--- config.mk ---
export PLATFORM = sky130hd
export DESIGN_NAME = bseq_top
export DESIGN_NICKNAME = d
export VERILOG_FILES = /design/src/rtl/bseq_pkg.sv /design/src/rtl/bseq_beat.sv /design/src/rtl/bseq_order.sv /design/src/rtl/bseq_top.sv
export SDC_FILE = /design/constraint.sdc
export NUM_CORES = 1
export LEC_CHECK = 0
export ABC_AREA = 1
export BUFFER_PORTS_ARGS = -buffer_cell sky130_fd_sc_hd__buf_2
export CORE_MARGIN = 2
export CORE_UTILIZATION = 45
export CTS_CLUSTER_DIAMETER = 50
export DETAILED_ROUTE_END_ITERATION = 8
export PLACE_DENSITY = 0.72
export SYNTH_ARGS = -nofsm -noshare
export SYNTH_HDL_FRONTEND = slang
export SYNTH_HIERARCHICAL = 1
export SYNTH_SLANG_ARGS = --single-unit
--- constraint.sdc ---
create_clock -name clk -period 1.5 [get_ports clk]
set_input_delay 0.3 -clock clk [delete_from_list [all_inputs] [get_ports clk]]
set_output_delay 0.3 -clock clk [all_outputs]
set_load 0.05 [all_outputs]
--- src/rtl/bseq_pkg.sv ---
package bseq_pkg;

    localparam int BEAT_W = 2;

    typedef enum logic {
        ORD_LINEAR     = 1'b0,
        ORD_INTERLEAVE = 1'b1
    } order_e;

    typedef struct packed {
        logic [BEAT_W-1:0] start;
        logic [BEAT_W-1:0] beat;
        logic [BEAT_W-1:0] off;
    } lane_t;

endpackage

--- src/rtl/bseq_beat.sv ---
// Beat counter next-state: restarts on load, steps on advance, holds otherwise.
module bseq_beat
    import bseq_pkg::*;
(
    input  logic              load_i,
    input  logic              step_i,
    input  logic [BEAT_W-1:0] beat_i,
    output logic [BEAT_W-1:0] beat_o,
    output logic              last_o
);
    localparam logic [BEAT_W-1:0] LAST_BEAT = {BEAT_W{1'b1}};

    always_comb begin
        if (load_i) begin
            beat_o = '0;
        end else if (step_i) begin
            beat_o = beat_i + 1'b1;
        end else begin
            beat_o = beat_i;
        end
        last_o = (beat_o == LAST_BEAT);
    end
endmodule

--- src/rtl/bseq_order.sv ---
// Maps (start offset, beat number) to a word offset for the selected order.
module bseq_order
    import bseq_pkg::*;
(
    input  order_e            order_i,
    input  logic [BEAT_W-1:0] start_i,
    input  logic [BEAT_W-1:0] beat_i,
    output logic [BEAT_W-1:0] off_o
);
    logic [BEAT_W-1:0] xor_off;
    logic [BEAT_W-1:0] add_off;

    for (genvar b = 0; b < BEAT_W; b++) begin : g_xor
        assign xor_off[b] = start_i[b] ^ beat_i[b];
    end

    assign add_off = start_i + beat_i;

    always_comb begin
        unique case (order_i)
            ORD_INTERLEAVE: off_o = xor_off;
            default:        off_o = add_off;
        endcase
    end
endmodule

--- src/rtl/bseq_top.sv ---
module bseq_top
    import bseq_pkg::*;
#(
    parameter int ADDR_W = 20
) (
    input  logic              clk,
    input  logic              rst_n,
    input  logic              burst_start_i,
    input  logic              adv_n_i,
    input  logic              order_sel_i,
    input  logic [ADDR_W-1:0] addr_i,
    output logic [ADDR_W-1:0] addr_o,
    output logic              last_beat_o
);
    localparam int UP_W = ADDR_W - BEAT_W;

    typedef struct packed {
        logic [UP_W-1:0] up;
        lane_t           lane;
        logic            last;
    } state_t;

    state_t st_d, st_q;

    logic              load_w;
    logic              step_w;
    logic [BEAT_W-1:0] base_w;
    logic [BEAT_W-1:0] beat_nx;
    logic              last_nx;
    logic [BEAT_W-1:0] off_nx;
    order_e            order_w;

    assign load_w  = burst_start_i;
    assign step_w  = !burst_start_i && !adv_n_i;
    assign base_w  = load_w ? addr_i[BEAT_W-1:0] : st_q.lane.start;
    assign order_w = order_e'(order_sel_i);

    bseq_beat u_beat (
        .load_i (load_w),
        .step_i (step_w),
        .beat_i (st_q.lane.beat),
        .beat_o (beat_nx),
        .last_o (last_nx)
    );

    bseq_order u_order (
        .order_i (order_w),
        .start_i (base_w),
        .beat_i  (beat_nx),
        .off_o   (off_nx)
    );

    always_comb begin
        st_d = st_q;
        if (load_w) begin
            st_d.up         = addr_i[ADDR_W-1:BEAT_W];
            st_d.lane.start = addr_i[BEAT_W-1:0];
        end
        if (load_w || step_w) begin
            st_d.lane.beat = beat_nx;
            st_d.lane.off  = off_nx;
            st_d.last      = last_nx;
        end
    end

    always_ff @(posedge clk or negedge rst_n) begin
        if (!rst_n) begin
            st_q <= '0;
        end else begin
            st_q <= st_d;
        end
    end

    assign addr_o      = {st_q.up, st_q.lane.off};
    assign last_beat_o = st_q.last;
endmodule

# After elaboration in Yosys (flattened, before gate mapping)

Cells that the tools add are included.

Bits in registers: 25
Output and inout port bits: 21
Word-level logic and storage cells: 18

Reductions and logical operators: 4
Bitwise logic cells: 2
$add $sub $neg: 2
Multiplexer cells: 4
Eq/ne operators: 1

Operators with widths:

| operator                                                      | number |
|---|---|
| 2-bit two-way mux                                             | 4 |
| 2-bit by 1-bit adder with 2-bit output, second input constant | 1 |
| 2-bit adder                                                   | 1 |
| 2-bit equality test, second input constant                    | 1 |
| 1-bit zero test                                               | 2 |
| 1-bit bitwise XOR                                             | 2 |
| 1-bit logical AND                                             | 1 |
| 1-bit logical OR                                              | 1 |

# Longest topological paths before layout

Gate-level depths: netlist (run 1).

Depth in word-level cells: 6
Mapped depth: 13
Depth with buffers taken out: 12

# Hierarchy

The synthesis (run 1) kept the hierarchy.

Modules (own cells, without submodules):

| module     | area an instance (µm²) | cells an instance | times used |
|---|---|---|---|
| bseq_top   | 1335.0                 | 127               | 1 |
| bseq_order | 67.6                   | 15                | 1 |
| bseq_beat  | 51.3                   | 11                | 1 |

# Worst setup path after synthesis (run 1)

OpenSTA, ideal clock, no wires.

Path kind: input -> register
Start: input port burst_start_i
End: register st_q (netlist bit addr_o[1])
Path buffers: 1
Required time: 1.384 ns
Setup time: 0.116 ns
Stages: 12
Arrival: 1.319 ns
Path slack: 0.064 ns
Cell sequence: buf_4 nor2_1 nand2_1 nand2_1 nor2_1 ha_1 nand2_1 nand3_1 nand2_1 inv_1 nand2_1 nand2_1

Word-level cells in the longest chain between the ends: 6
Elaborated cells between the ends (all ways): 9

Ends and longest elaborated chain:

| what                 | RTL line         | text |
|---|---|---|
| start, declared      | bseq_top.sv:8    | `input logic burst_start_i,` |
| 1-bit zero test      | bseq_top.sv:34   | `assign step_w = !burst_start_i && !adv_n_i;` |
| 1-bit logical AND    | bseq_top.sv:34   |  |
| named net step_w     | bseq_top.sv:26   | `logic step_w;` |
| 2-bit two-way mux    | bseq_beat.sv:16  | `end else if (step_i) begin` |
| 2-bit two-way mux    | bseq_beat.sv:14  | `if (load_i) begin` |
| named net beat_nx[0] | bseq_top.sv:28   | `logic [BEAT_W-1:0] beat_nx;` |
| 2-bit adder          | bseq_order.sv:17 | `assign add_off = start_i + beat_i;` |
| 2-bit two-way mux    | bseq_order.sv:20 | `unique case (order_i)` |
| named net off_nx[1]  | bseq_top.sv:30   | `logic [BEAT_W-1:0] off_nx;` |
| end signal, assigned | bseq_top.sv:70   | `st_q <= st_d;` |
| end, declared        | bseq_top.sv:23   | `state_t st_d, st_q;` |

The timed path passes the listed nets, and every way through them passes these cells.
A chain may end at the register's enable or synchronous reset.

# Worst setup path in the final report (run 1)

Start: register st_q[3] (netlist name)
End: register st_q (netlist bit addr_o[1])

Word-level cells in the longest chain between the ends: 5
Elaborated cells between the ends (all ways): 6

Ends and longest elaborated chain:

| what                                   | RTL line         | text |
|---|---|---|
| 2-bit by 1-bit adder with 2-bit output | bseq_beat.sv:17  | `beat_o = beat_i + 1'b1;` |
| 2-bit two-way mux (*)                  | bseq_beat.sv:16  |  |
| 2-bit two-way mux (*)                  | bseq_beat.sv:14  |  |
| named net beat_nx[0]                   | bseq_top.sv:28   |  |
| 2-bit adder (*)                        | bseq_order.sv:17 |  |
| 2-bit two-way mux (*)                  | bseq_order.sv:20 |  |
| named net off_nx[1]                    | bseq_top.sv:30   |  |

Mark *: on every way through the listed nets, which the timed path passes. The rest lies on a longest branch.

==> flow_summary.toml, run 1 <==
[yosys]
synth-simple-area-share_pct = 39.8
synthCells = 153
syn_avg_cell_area_sq_um = 9.50
syn_area_sq_um = 1450
synth-edff-count = 0
synth_area_leaders = "dfrtp_1, nand2_4, buf_4"
ys_seq_area_share_pct = 43.0
synth_top_area_cell = "dfrtp_1"
netlist.area_leader.share_pct = 43.0
synth_most_common_cell = "nand2_1"
synth_compound_area_share_pct = 0
synth_top_family_by_area = "simple AND/OR/NAND/NOR gates"
ys.flop_type = "dfrtp_1"
ys.warnings.count = 6
synth_xor_area_share_pct = 0
postSynthNetCount = 179
synth_common_cells = "nand2_1, dfrtp_1, buf_4"
synthMuxAreaShare_pct = 0
synthDistinctLibCells = 14
ys_async_sr_fraction_pct = 100
synth_fa_ha_area_share_pct = 0.861
synth_seq_cells = 25

[clock_tree]
clock_latency_ns = 0.31
cts_num_sinks = 25
cts_tree = "built"
cts_root_buffer = "clkbuf_4"
clk_path_buf_depth = 2
numCtsBuffers = 3
htreeDepth = 1
path_clk_slew_ns = 0.13

[setup_path]
worstPathCellList = "nand2_2, nand2_2, nor2_2, ha_1, inv_1, nor2_1, nand3_1, nand2_1, inv_1, nand2_1, nand2_1"
reg2reg_to = "addr_o[1]"
cpPeakStageDelay_ns = 0.47
ff2ff_path_depth = 11
start_kind = "flip-flop"
slowest_stage = "dfrtp_2"
worst-setup-path-type = "flip-flop to flip-flop"
endpoint_kind = "flip-flop"
cp_common_cell = "nand2_1"
crit_fanout = 4
r2r_start = "st_q[3]"
reg2reg_setup_slack_ns = 0.10
cp_data_required_time_ns = 1.72
critical_path_arrival_ns = 1.62

[timing]
hold_viol_final = 0
period_share_pct = 93.1
clock_skew_ns = 0.00590
finalMaxSlewViolations = 0
worstMarginPinSlew_ns = 0.564
max_freq_mhz = 716
period_needed_ns = 1.40
finalSetupViolations = 0
relSlewSlack_pct = 62.4

[finish]
n_antenna_cell = 0
drive_gt1_share_pct = 56.8
final_util_pct = 53.2
areaGrowthSynthToFinish_pct = 11.6
fin_nets = 212

[run]
cap_violations = 0

[routing]
drc = 0
drtIter0Drc = 19
avgRoutedWirePerCell_um = 11.1
dr.pass1.iters = 3
drt-total-wl_um = 2530
vias_per_cell = 4.51
ant_nets = 0
num_vias = 1032

[power_and_ir_drop]
power_density_nw_per_um2 = 962
ir_drop_uv = 406
p_leak_nw = 0.955
total_power_mw = 1.56

[grt]
grt_pass1_wl_um = 4000
grt_pass1_vias = 987
antenna_found_initial = 0
grt_max_degree = 26
track_usage_pct = 14.4
grt_overflow_total = 0

[placement]
dpl.hpwl_um = 1950
io_buffer_count = 45
gp_congestion = 0.750

[hold_path]
hold_depth = 3
hp-class = "primary input to flip-flop"
min_to = "addr_o[3]"
hold_start = "addr_i[3]"

[floorplanning]
die_x_um = 60.8
initial_core_util_pct = 47.6
die_h_um = 60.8
std_cell_rows = 20
ios = 46
dieArea_sq_um = 3700
core_area_sq_um = 3050

[outcome]
status = "complete, no violations"
## routing by layer
metal	part of all wire, %	GRT usage (%)
met1	41	17.0
met2	53	25.8
met3	4.5	2.77
met4	1.0	5.59
met5	0	0
## where the power goes
group | switching (mW) | internal (mW) | leakage (nW)
registers | 0.0576 | 0.735 | 0.308
clock network | 0.191 | 0.0995 | 0.0177
logic | 0.340 | 0.139 | 0.629
## layout by cell type, fill, tap and decap left out
cell type / n
nand2_4: 20
ha_1: 1
clkbuf_4: 3
dlygate4sd3_1: 1
nand2_1: 38
nand2_2: 23
nand3_1: 8
dfrtp_1: 24
buf_2: 45
buf_4: 6
nor2_1: 2
clkinv_2: 1
inv_4: 1
nor2_2: 3
inv_1: 6
inv_2: 1
dfrtp_2: 1
nor3_2: 1
## worst max-delay path by stage
stage,start,endpoint,slack [ns],cells past startpoint
floorplan,burst_start_i,addr_o[1],0.06,12
global placement,burst_start_i,addr_o[1],0.05,12
detailed placement,burst_start_i,addr_o[1],-0.07,12
CTS,st_q[3],addr_o[1],0.08,11
global route,st_q[3],addr_o[1],-0.01,11
finish,st_q[3],addr_o[1],0.10,11
## logic make-up (layout without fill, tap and decap cells)
kind of cell | Yosys count | count (layout)
and+or+nand+nor | 95 | 95
adders and majority gates | 1 | 1
DFF | 25 | 25
buffers and inverters | 32 | 64
## state kept, by name, summed over array words and instances (netlist names)
| register | count |
|---|---|
| last_beat_o | 1 |
| st_q | 4 |
| addr_o | 20 |
## timing repair
item / in CTS / in global routing
setup endpoints to repair: 0 / 1
hold buffers: 1 / 0
setup buffers: 0 / 1
endpoints found under the hold margin: 25 / 0
gates resized for setup: 0 / 5
## stage by stage
step                      cell area, sq um  worst slack, ns  hold slack (ns)  TNS, ns  std cells
after floorplan                       1450           0.0644          0.00441        0        153
after global placement                1570           0.0491            0.311        0        223
after detailed placement              1570          -0.0716            0.326  -0.0716        223
after CTS                             1600           0.0841            0.180        0        228
after global routing                  1620          -0.0113            0.164  -0.0113        229
final                                 1620            0.103            0.189        0        229
## worst max-delay path: cells and delay by family, from the launching register on
family	cells	cell delay, ns
buf+inv	2	0.08
flops	1	0.47
simple gates	8	0.60
fa+ha+maj	1	0.18
## final cells by class
| class | count | area [sq um] |
|---|---|---|
| fill | 313 | 1430 |
| clock buffer | 3 | 22.5 |
| clock inverter | 1 | 5.00 |
| inverter | 8 | 32.5 |
| multi-input combinational | 96 | 601 |
| tap | 44 | 55.1 |
| sequential | 25 | 627 |
| timing repair buffer | 52 | 280 |
(Power assumes the default switching activity.)
==> run 2, diff against run 1 <==
ABC_AREA = default   (was 1)
PLACE_DENSITY = 0.74   (was 0.72)
==> run 2 against run 1 <==
Effect of this change: die area decreased by 17%; synthesized cell count fell by 44%; synthesized area down 18%; critical path depth is 5 lower; combinational power rose by 6.9%; largest power group unchanged; fmax down 4.0%.
==> flow_summary.toml, run 2 <==
[grt]
antenna_found_initial = 0
grtUsageMet1_pct = 15.6
grt_overflow_total = 0
grt_pass1_vias = 812
grt_pass1_wl_um = 3530
grt_max_degree = 26
grtUsageMet2_pct = 26.4
met3_usage_pct = 3.26
grt_busiest_layer = "met2"
track_usage_pct = 14.1

[yosys]
synth_common_cells = "dfrtp_1, buf_4, mux2_2"
syn_avg_cell_area_sq_um = 14.1
synthCells = 85
postSynthNetCount = 111
synth-edff-count = 0
synthDistinctLibCells = 14
netlist.area_leader.share_pct = 52.2
ys_async_sr_fraction_pct = 100
synth_area_leaders = "dfrtp_1, mux2_2, buf_4"
ys_seq_area_share_pct = 52.2
ys.warnings.count = 6
ys.flop_type = "dfrtp_1"
synth_seq_cells = 25
synth_top_area_cell = "dfrtp_1"
synth_most_common_cell = "dfrtp_1"
syn_area_sq_um = 1200

[timing]
rsz0062_at_grt = "yes"
max_freq_mhz = 687
relSlewSlack_pct = 63.3
period_share_pct = 97.0
period_needed_ns = 1.45
finalMaxSlewViolations = 0
clock_skew_ns = 0.00438
holdWs_ns = 0.208
hold_viol_final = 0
worstMarginPinSlew_ns = 0.551
finalSetupViolations = 0

[finish]
n_antenna_cell = 0
drive_gt1_share_pct = 73.8
areaGrowthSynthToFinish_pct = 19.7
fin_nets = 149
nFillCells = 213
final_common_cell = "buf_2"
seq_area_sq_um = 626
largest_register_ffs = 20
multi_input_area_sq_um = 440
final_cell_mix = "buf_2, dfrtp_1, mux2_2"

[clock_tree]
path_clk_slew_ns = 0.14
cts_root_buffer = "clkbuf_4"
clock_latency_ns = 0.31
htreeDepth = 1
cts_tree = "built"
numCtsBuffers = 3
cts_num_sinks = 25
clk_path_buf_depth = 2

[floorplanning]
core_area_sq_um = 2500
die_h_um = 55.6
initial_core_util_pct = 47.9
dieArea_sq_um = 3090
ios = 46
std_cell_rows = 18
die_x_um = 55.6

[power_and_ir_drop]
power_density_nw_per_um2 = 1110
ir_drop_uv = 756
total_power_mw = 1.59
p_leak_nw = 0.719

[setup_path]
crit_fanout = 3
worst-setup-path-type = "flip-flop to flip-flop"
start_kind = "flip-flop"
endpoint_kind = "flip-flop"
slowest_stage = "dfrtp_1"
reg2reg_setup_slack_ns = 0.05
critical_path_arrival_ns = 1.67
worstPathCellList = "xnor2_2, nor2_2, ha_4, nor2b_4, xnor2_1, mux2_4"
cpPeakStageDelay_ns = 0.45
cp_data_required_time_ns = 1.71

[routing]
ant_nets = 0
dr.pass1.iters = 4
drc = 0
drt-total-wl_um = 1950
avgRoutedWirePerCell_um = 12.8
num_vias = 728
drtIter0Drc = 3
vias_per_cell = 4.79

[outcome]
status = "complete, no violations"

[run]
cap_violations = 0

[placement]
io_buffer_count = 45
dpl.hpwl_um = 1520
gp_congestion = 0.697

[hold_path]
hp-class = "primary input to flip-flop"
-- run 2: cell types whose count changed in the layout (fill, tap and decap cells not counted), sizes merged, moves of 2 or more --
cell / before / now
nand2: 81 / 1
inv: 8 / 0
nand2b: 0 / 2
mux2: 0 / 25
nor2: 5 / 3
buf: 51 / 54
xnor2: 0 / 3
nand3: 8 / 0
-- run 2: where the power goes --
| part | leakage, nW | internal [mW] | switching (mW) | total [mW] |
|---|---|---|---|---|
| clock network | 0.0177 | 0.0994 | 0.197 | 0.297 |
| logic | 0.403 | 0.185 | 0.327 | 0.511 |
| registers | 0.298 | 0.744 | 0.0340 | 0.778 |
| total | 0.719 | 1.03 | 0.558 | 1.59 |
-- run 2: layer usage --
metal,share of wire (%),wire (um)
met1,39,760
met2,53,1040
met3,7.2,140
met4,0.62,12
met5,0,0
-- run 2: critical path: cells and delay by family, from the launching register on --
kind | cells | cell delay [ns]
adders and majority gates | 1 | 0.15
xor gates and xnor gates | 2 | 0.32
and+or+nand+nor | 2 | 0.18
DFF | 1 | 0.45
muxes | 1 | 0.25
-- run 2: path summary, 6_finish.rpt --
kind | start | to | cells after the start
setup / recovery | st_q[3] | addr_o[1] | 6
hold / removal | addr_i[4] | addr_o[4] | 2
setup reg to reg | st_q[3] | addr_o[1] | 6
hold reg to reg | addr_o[17] | addr_o[17] | 1
max in group asynchronous | rst_n | addr_o[14] | 2
min in group asynchronous | rst_n | addr_o[5] | 2
-- run 2: cell type report --
class	count	area share, %
sequential	25	43.6
clock buffer	3	1.57
clock inverter	1	0.349
tap	30	2.62
timing repair buffer	55	21.1
multi-input combinational	38	30.7
-- run 2: per-stage QoR --
stage	setup TNS (ns)	util, %	std cells	worst slack [ns]	instance area (sq um)
after floorplan	0	-	85	0.000961	1240
after global placement	-0.0970	54.2	142	-0.0970	1350
after detailed placement	-0.142	54.2	142	-0.142	1350
after CTS	0	56.0	148	0.00461	1400
after global routing	-0.0125	57.4	152	-0.0125	1430
final	0	57.4	152	0.0453	1430
-- run 2: kinds of logic (layout without fill, tap and decap cells) --
| group | count (synthesis) | count (layout) | share of synthesized area (%) |
|---|---|---|---|
| and+or+nand+nor | 8 | 8 | 4.18 |
| buffers and inverters | 22 | 59 | 14.4 |
| adders and majority gates | 1 | 1 | 1.04 |
| xor gates and xnor gates | 3 | 3 | 2.19 |
| DFF | 25 | 25 | 52.2 |
| muxes | 26 | 26 | 25.9 |
-- run 2: timing repair --
item,CTS,global route
endpoints found under the hold margin,25,0
endpoints found under the setup margin,1,1
setup buffers,1,4
hold buffers,1,0
pin swaps,0,3
resized for setup,0,1
gates cloned,0,0
